$ cat config.mk
export PLATFORM = sky130hd
export DESIGN_NAME = seg_addr_gen
export DESIGN_NICKNAME = d
export VERILOG_FILES = /design/src/rtl/seg_addr_pkg.sv /design/src/rtl/seg_prefix_decode.sv /design/src/rtl/seg_base_file.sv /design/src/rtl/seg_linear_adder.sv /design/src/rtl/seg_addr_gen.sv
export SDC_FILE = /design/constraint.sdc
export NUM_CORES = 1
export LEC_CHECK = 0
export ABC_AREA = 0
export BUFFER_PORTS_ARGS = -buffer_cell sky130_fd_sc_hd__clkbuf_2
export CORE_MARGIN = 4
export CORE_UTILIZATION = 50
export CTS_CLUSTER_DIAMETER = 200
export DETAILED_ROUTE_END_ITERATION = 16
export PLACE_DENSITY = 0.7
export SETUP_SLACK_MARGIN = 0.2
export SLEW_MARGIN = 10
export SYNTH_ARGS = -nofsm -noshare
export SYNTH_HDL_FRONTEND = slang
export SYNTH_SLANG_ARGS = --single-unit
$ cat constraint.sdc
create_clock -name clk -period 9.35 [get_ports clk]
set_input_delay 1.4025 -clock clk [delete_from_list [all_inputs] [get_ports clk]]
set_output_delay 1.4025 -clock clk [all_outputs]
set_load 0.02 [all_outputs]
$ cat src/rtl/seg_addr_pkg.sv
package seg_addr_pkg;

    parameter int NUM_SEG = 6;
    parameter int SEG_W   = 3;
    parameter int PFX_W   = 8;

    typedef enum logic [SEG_W-1:0] {
        SEG_CS = 3'd0,
        SEG_DS = 3'd1,
        SEG_SS = 3'd2,
        SEG_ES = 3'd3,
        SEG_FS = 3'd4,
        SEG_GS = 3'd5
    } seg_e;

    // Override byte that forces each segment, indexed by segment code.
    function automatic logic [PFX_W-1:0] pfx_code(input int idx);
        logic [PFX_W-1:0] code;
        case (idx)
            0:       code = 8'h2E;
            1:       code = 8'h3E;
            2:       code = 8'h36;
            3:       code = 8'h26;
            4:       code = 8'h64;
            default: code = 8'h65;
        endcase
        return code;
    endfunction

endpackage

$ cat src/rtl/seg_prefix_decode.sv
module seg_prefix_decode
    import seg_addr_pkg::*;
(
    input  logic [SEG_W-1:0] dflt_seg_i,
    input  logic             pfx_valid_i,
    input  logic [PFX_W-1:0] pfx_i,
    output logic [SEG_W-1:0] seg_o
);

    logic [NUM_SEG-1:0] pfx_hit;

    genvar gi;
    generate
        for (gi = 0; gi < NUM_SEG; gi++) begin : g_hit
            assign pfx_hit[gi] = pfx_valid_i && (pfx_i == pfx_code(gi));
        end
    endgenerate

    always_comb begin
        if (dflt_seg_i < SEG_W'(NUM_SEG)) begin
            seg_o = dflt_seg_i;
        end else begin
            seg_o = SEG_DS;
        end
        for (int i = 0; i < NUM_SEG; i++) begin
            if (pfx_hit[i]) begin
                seg_o = SEG_W'(i);
            end
        end
    end

endmodule

$ cat src/rtl/seg_base_file.sv
module seg_base_file
    import seg_addr_pkg::*;
#(
    parameter int SEL_W  = 16,
    parameter int ADDR_W = 32
) (
    input  logic              clk,
    input  logic              rst_n,
    input  logic              wr_en_i,
    input  logic [SEG_W-1:0]  wr_seg_i,
    input  logic [SEL_W-1:0]  wr_sel_i,
    input  logic [ADDR_W-1:0] wr_base_i,
    input  logic [SEG_W-1:0]  rd_seg_i,
    output logic [SEL_W-1:0]  rd_sel_o,
    output logic [ADDR_W-1:0] rd_base_o
);

    typedef struct packed {
        logic [NUM_SEG-1:0][SEL_W-1:0]  sel;
        logic [NUM_SEG-1:0][ADDR_W-1:0] base;
    } bank_t;

    bank_t              bank_d, bank_q;
    logic [NUM_SEG-1:0] wr_hit;

    genvar gs;
    generate
        for (gs = 0; gs < NUM_SEG; gs++) begin : g_wr
            assign wr_hit[gs] = wr_en_i && (wr_seg_i == SEG_W'(gs));
        end
    endgenerate

    always_comb begin
        bank_d = bank_q;
        for (int i = 0; i < NUM_SEG; i++) begin
            if (wr_hit[i]) begin
                bank_d.sel[i]  = wr_sel_i;
                bank_d.base[i] = wr_base_i;
            end
        end
    end

    always_ff @(posedge clk) begin
        if (!rst_n) begin
            bank_q <= '0;
        end else begin
            bank_q <= bank_d;
        end
    end

    always_comb begin
        rd_sel_o  = '0;
        rd_base_o = '0;
        for (int i = 0; i < NUM_SEG; i++) begin
            if (rd_seg_i == SEG_W'(i)) begin
                rd_sel_o  = bank_q.sel[i];
                rd_base_o = bank_q.base[i];
            end
        end
    end

endmodule

$ cat src/rtl/seg_linear_adder.sv
module seg_linear_adder #(
    parameter int SEL_W      = 16,
    parameter int ADDR_W     = 32,
    parameter int REAL_SHIFT = 4
) (
    input  logic              prot_i,
    input  logic [SEL_W-1:0]  sel_i,
    input  logic [ADDR_W-1:0] base_i,
    input  logic [ADDR_W-1:0] offset_i,
    output logic [ADDR_W-1:0] addr_o
);

    localparam int REAL_AW = SEL_W + REAL_SHIFT;

    logic [REAL_AW-1:0] real_base;
    logic [REAL_AW-1:0] real_sum;
    logic [ADDR_W-1:0]  prot_sum;

    assign real_base = {sel_i, {REAL_SHIFT{1'b0}}};
    assign real_sum  = real_base + offset_i[REAL_AW-1:0];
    assign prot_sum  = base_i + offset_i;

    always_comb begin
        if (prot_i) begin
            addr_o = prot_sum;
        end else begin
            addr_o = {{(ADDR_W-REAL_AW){1'b0}}, real_sum};
        end
    end

endmodule

$ cat src/rtl/seg_addr_gen.sv
module seg_addr_gen
    import seg_addr_pkg::*;
#(
    parameter int SEL_W      = 16,
    parameter int ADDR_W     = 32,
    parameter int REAL_SHIFT = 4
) (
    input  logic              clk,
    input  logic              rst_n,
    input  logic              prot_mode_i,
    input  logic              wr_en_i,
    input  logic [2:0]        wr_seg_i,
    input  logic [SEL_W-1:0]  wr_sel_i,
    input  logic [ADDR_W-1:0] wr_base_i,
    input  logic              req_valid_i,
    input  logic [ADDR_W-1:0] req_offset_i,
    input  logic [2:0]        req_dflt_seg_i,
    input  logic              req_pfx_valid_i,
    input  logic [7:0]        req_pfx_i,
    output logic              rsp_valid_o,
    output logic [ADDR_W-1:0] rsp_addr_o,
    output logic [2:0]        rsp_seg_o
);

    localparam int REAL_AW = SEL_W + REAL_SHIFT;

    typedef struct packed {
        logic              valid;
        logic [ADDR_W-1:0] addr;
        logic [SEG_W-1:0]  seg;
    } rsp_t;

    rsp_t              rsp_d, rsp_q;
    logic [SEG_W-1:0]  eff_seg;
    logic [SEL_W-1:0]  eff_sel;
    logic [ADDR_W-1:0] eff_base;
    logic [ADDR_W-1:0] lin_addr;

    seg_prefix_decode u_decode (
        .dflt_seg_i  (req_dflt_seg_i),
        .pfx_valid_i (req_pfx_valid_i),
        .pfx_i       (req_pfx_i),
        .seg_o       (eff_seg)
    );

    seg_base_file #(
        .SEL_W  (SEL_W),
        .ADDR_W (ADDR_W)
    ) u_bank (
        .clk       (clk),
        .rst_n     (rst_n),
        .wr_en_i   (wr_en_i),
        .wr_seg_i  (wr_seg_i),
        .wr_sel_i  (wr_sel_i),
        .wr_base_i (wr_base_i),
        .rd_seg_i  (eff_seg),
        .rd_sel_o  (eff_sel),
        .rd_base_o (eff_base)
    );

    seg_linear_adder #(
        .SEL_W      (SEL_W),
        .ADDR_W     (ADDR_W),
        .REAL_SHIFT (REAL_SHIFT)
    ) u_adder (
        .prot_i   (prot_mode_i),
        .sel_i    (eff_sel),
        .base_i   (eff_base),
        .offset_i (req_offset_i),
        .addr_o   (lin_addr)
    );

    always_comb begin
        rsp_d       = rsp_q;
        rsp_d.valid = req_valid_i;
        if (req_valid_i) begin
            rsp_d.addr = lin_addr;
            rsp_d.seg  = eff_seg;
        end
    end

    always_ff @(posedge clk) begin
        if (!rst_n) begin
            rsp_q <= '0;
        end else begin
            rsp_q <= rsp_d;
        end
    end

    assign rsp_valid_o = rsp_q.valid;
    assign rsp_addr_o  = rsp_q.addr;
    assign rsp_seg_o   = rsp_q.seg;

    AST_RSP_AFTER_REQ: assert property (@(posedge clk) disable iff (!rst_n)
        req_valid_i |=> rsp_valid_o);
    AST_NO_SPURIOUS_RSP: assert property (@(posedge clk) disable iff (!rst_n)
        !req_valid_i |=> !rsp_valid_o);
    AST_REAL_RANGE: assert property (@(posedge clk) disable iff (!rst_n)
        (req_valid_i && !prot_mode_i) |=> (rsp_addr_o[ADDR_W-1:REAL_AW] == '0));
    AST_DEFAULT_KEPT: assert property (@(posedge clk) disable iff (!rst_n)
        (req_valid_i && !req_pfx_valid_i && (req_dflt_seg_i < 3'd6))
            |=> (rsp_seg_o == $past(req_dflt_seg_i)));
    AST_ES_OVERRIDE: assert property (@(posedge clk) disable iff (!rst_n)
        (req_valid_i && req_pfx_valid_i && (req_pfx_i == 8'h26))
            |=> (rsp_seg_o == SEG_ES));
    AST_SEG_LEGAL: assert property (@(posedge clk) disable iff (!rst_n)
        rsp_valid_o |-> (rsp_seg_o < 3'd6));
    AST_IDLE_HOLD: assert property (@(posedge clk) disable iff (!rst_n)
        !req_valid_i |=> ($stable(rsp_addr_o) && $stable(rsp_seg_o)));

endmodule

==> results.yml <==
worst_setup_path:
  r2r_cells: 14
  crit_chain: "clkbuf_2 > and4b_1 > o211ai_1 > nand2_4 > buf_4 > nand2_1 > and3_1 > a311oi_1 > nor2_1 > fa_1 > nor2b_1 > o31a_1 > o21ai_1 > a21oi_2 > a311oi_1 > o41ai_1 > a21oi_1 > xor2_1 > o21ai_0"
  max_stage_delay_ns: 0.85
  worst-path-buf-inv: 2
  critPathArrivalTime_ns: 6.79
  path_class: "input pin to register"
  crit_path_start_kind: "input pin"
  cp_common_cell: "a311oi_1"
  crit_slowest_cell: "nand2_4"
  r2r_start: "u_bank.bank_q[36]"
  cpLargestDelayFamily: "compound AO/OA/AOI/OAI gates"
  cp.required_ns: 9.78
  r2r_end: "rsp_addr_o[24]"
  crit_fanout: 82
  reg2reg_slack_ns: 5.84
  cp-end-kind: "register"
clock_tree:
  htree_levels: 2
  tritoncts: "done"
  cts-root-to-sink-buffers: 3
  cts-root-buf: "clkbuf_16"
  worstSkewPairLatency_ns: 0.53
  cts_resized: 0
  cts-buffers-inserted: 36
  postCtsSetupBuffers: 0
  cts_hold_buf: 0
  cts_sinks: 324
  path_clk_slew_ns: 0.06
pwr:
  power_frac_clock: 0.439
  p_seq_frac: 0.436
  internal_power_mw: 2.43
  ir_worst_vdd_uv: 92.1
  combPwrFrac: 0.125
  p_switching_mw: 0.865
  powerDensity_mw_per_mm2: 178
  p_leak_nw: 6.85
  finalPower_mw: 3.30
  p_sw_frac: 0.262
logic_synthesis:
  synthAdderAreaFrac: 0.0389
  muxShareOfSynthArea: 0.00669
  async_flop_share: 0
  synth_simple_gate_area_share: 0.244
  synth_top_area_cell: "dfxtp_1"
  yosysWarnings: 0
  syn_area_sq_mm: 0.0165
  synth_xor_area_frac: 0.0202
  synth_top_family_by_area: "compound AO/OA/AOI/OAI gates"
  synth_area_leaders: "dfxtp_1, nand2_1, a21boi_0, a21oi_1, ha_1"
  syn_inst: 2207
  syn_avg_cell_area_sq_um: 7.46
  yosysSeqAreaShare: 0.394
  synth_compound_area_frac: 0.255
  synth.distinct_cells: 65
  synthFlopType: "dfxtp_1"
  syn_nets: 2357
  synth_top_area_frac: 0.394
  synth_seq_cells: 324
  synth_edf_count: 0
final_layout:
  fin_cells: 2720
  fill_cells: 3141
  mostFrequentLayoutCells: "nand2_1, dfxtp_1, a21boi_0"
  final_core_util: 0.571
  nNetsFinal: 2399
  layout_commonest_cell: "nand2_1"
  area_delta_synth_final_pct: 12.8
  drive_above_1_share: 0.106
sta:
  grt_setup_unrepaired: "false"
  slew_headroom: 0.312
  setup_tns_ns: 0
  tightest_slew_ns: 1.03
  hold_viol_final: 0
  setup_ws_ns: 3.00
  maxSlewViolCount: 0
  post-route-min-period_ns: 6.35
  post-route-period-util: 0.679
  setup_viol: 0
  fmax_ghz: 0.157
  clock_skew_ns: 0.0292
die:
  die-area_sq_mm: 0.0359
  start_util: 0.506
  rows: 66
  die_x_um: 189
  die_height_um: 189
  core-area_sq_mm: 0.0325
  io_pins: 136
hold_path:
  hold_class: "register to register"
  hold_start: "rsp_addr_o[31]"
  hold_path_depth: 2
  hold-path-endpoint: "rsp_addr_o[31]"
global_routing:
  overflow: 0
  grt_pass1_vias: 14820
  antenna_found_initial: 4
  grt_max_degree: 123
  grt_use_total: 0.279
  grt_first_pass_wirelength_um: 80700
detailed_routing:
  wl_um: 51800
  drt_iter0_drc: 1422
  via_per_inst: 5.74
  drc: 0
  vias: 15618
  antenna_left: 0
  firstDrtPassIters: 6
  wl_per_cell_um: 19.0
placement:
  numPortBuffers: 135
  dp_cells: 2653
  pre_cts_slack_ns: 2.62
  gpl.final_weighted_congestion: 0.909
  hpwlAfterDp_um: 30800
run_status:
  outcome: "complete, no violations"
job:
  drv_cap: 0
==> per-stage QoR <==
step,area [sq um],hold slack (ns)
2_1_floorplan,16500,0.439
3_3_place_gp,17300,0.439
3_5_place_dp,17300,0.440
4_1_cts,18600,0.448
5_1_grt,18600,0.476
6_report,18600,0.447
==> flip-flops by register name (all words and copies together), names as in the netlist <==
signal and count:
rsp_addr_o 32, rsp_seg_o 3, rsp_valid_o 1, u_bank.bank_q 288
==> per-layer routing <==
metal / part of all wire / GRT usage
met1: 0.43 / 0.386
met2: 0.44 / 0.438
met3: 0.10 / 0.0651
met4: 0.024 / 0.0826
met5: 0.00043 / 0
==> power groups by stage <==
stage,clock network [mW],logic [mW],registers (mW)
floorplan,0,0.246,1.48
finish,1.45,0.412,1.44
global route,1.53,0.448,1.44
global placement,0,0.396,1.47
detailed placement,0,0.403,1.47
CTS,1.46,0.405,1.44
==> kinds of logic (layout without fill, tap and decap cells) <==
logic type                 count (synthesis)  after routing
and+or+nand+nor                         1001           1001
AOI/OAI and AO/OA                        613            613
DFF                                      324            324
buffers and inverters                    170            239
adders and majority gates                 50             50
xor gates and xnor gates                  38             38
muxes                                     11             11
other                                      0              2
==> Yosys cell counts (3+ instances only) <==
cell	number
xor2_1	16
o21ai_0	59
o41ai_1	3
o21a_1	5
a211oi_1	7
nor3_1	5
or3_1	29
a221o_1	15
mux2i_1	11
nor2_1	53
ha_1	48
nand2b_1	7
o22a_1	15
buf_1	14
a21boi_0	293
a21o_1	13
o311ai_0	3
buf_2	20
and2_1	6
clkbuf_1	119
xnor2_1	22
inv_1	16
nor2b_1	9
a21oi_1	147
o211ai_1	5
dfxtp_1	324
a31oi_1	6
nand3_1	40
nand2_1	834
o211a_1	9
and3_1	8
o21ai_1	5
==> area by class of cell <==
| cell class | count | area (sq um) | area share |
|---|---|---|---|
| clock inverters | 11 | 128 | 0.00687 |
| inverters | 16 | 60.1 | 0.00323 |
| well taps | 442 | 553 | 0.0298 |
| diodes | 2 | 5.00 | 0.000269 |
| repair buffers | 158 | 855 | 0.0460 |
| flip-flops and latches | 324 | 6490 | 0.349 |
| multi-input cells | 1713 | 9380 | 0.505 |
| clock buffers | 54 | 1100 | 0.0593 |
==> worst max path at each step <==
stage,from,to,cells after the start
3_3_place_gp,req_pfx_i[7],rsp_addr_o[28],20
5_1_grt,req_pfx_i[7],rsp_addr_o[28],19
2_1_floorplan,req_pfx_valid_i,rsp_addr_o[28],24
6_report,req_pfx_i[7],rsp_addr_o[28],19
3_5_place_dp,req_pfx_i[7],rsp_addr_o[28],19
4_1_cts,req_pfx_i[7],rsp_addr_o[28],19
==> worst register-to-register path, delay by kind of cell, from the launching register on <==
kind / cells / cell delay (ns)
compound gates: 10 / 2.32
xor+xnor: 1 / 0.17
fa+ha+maj: 1 / 0.34
flops: 1 / 0.31
simple gates: 2 / 0.23
No activity file was read; power rests on OpenSTA's default activity.
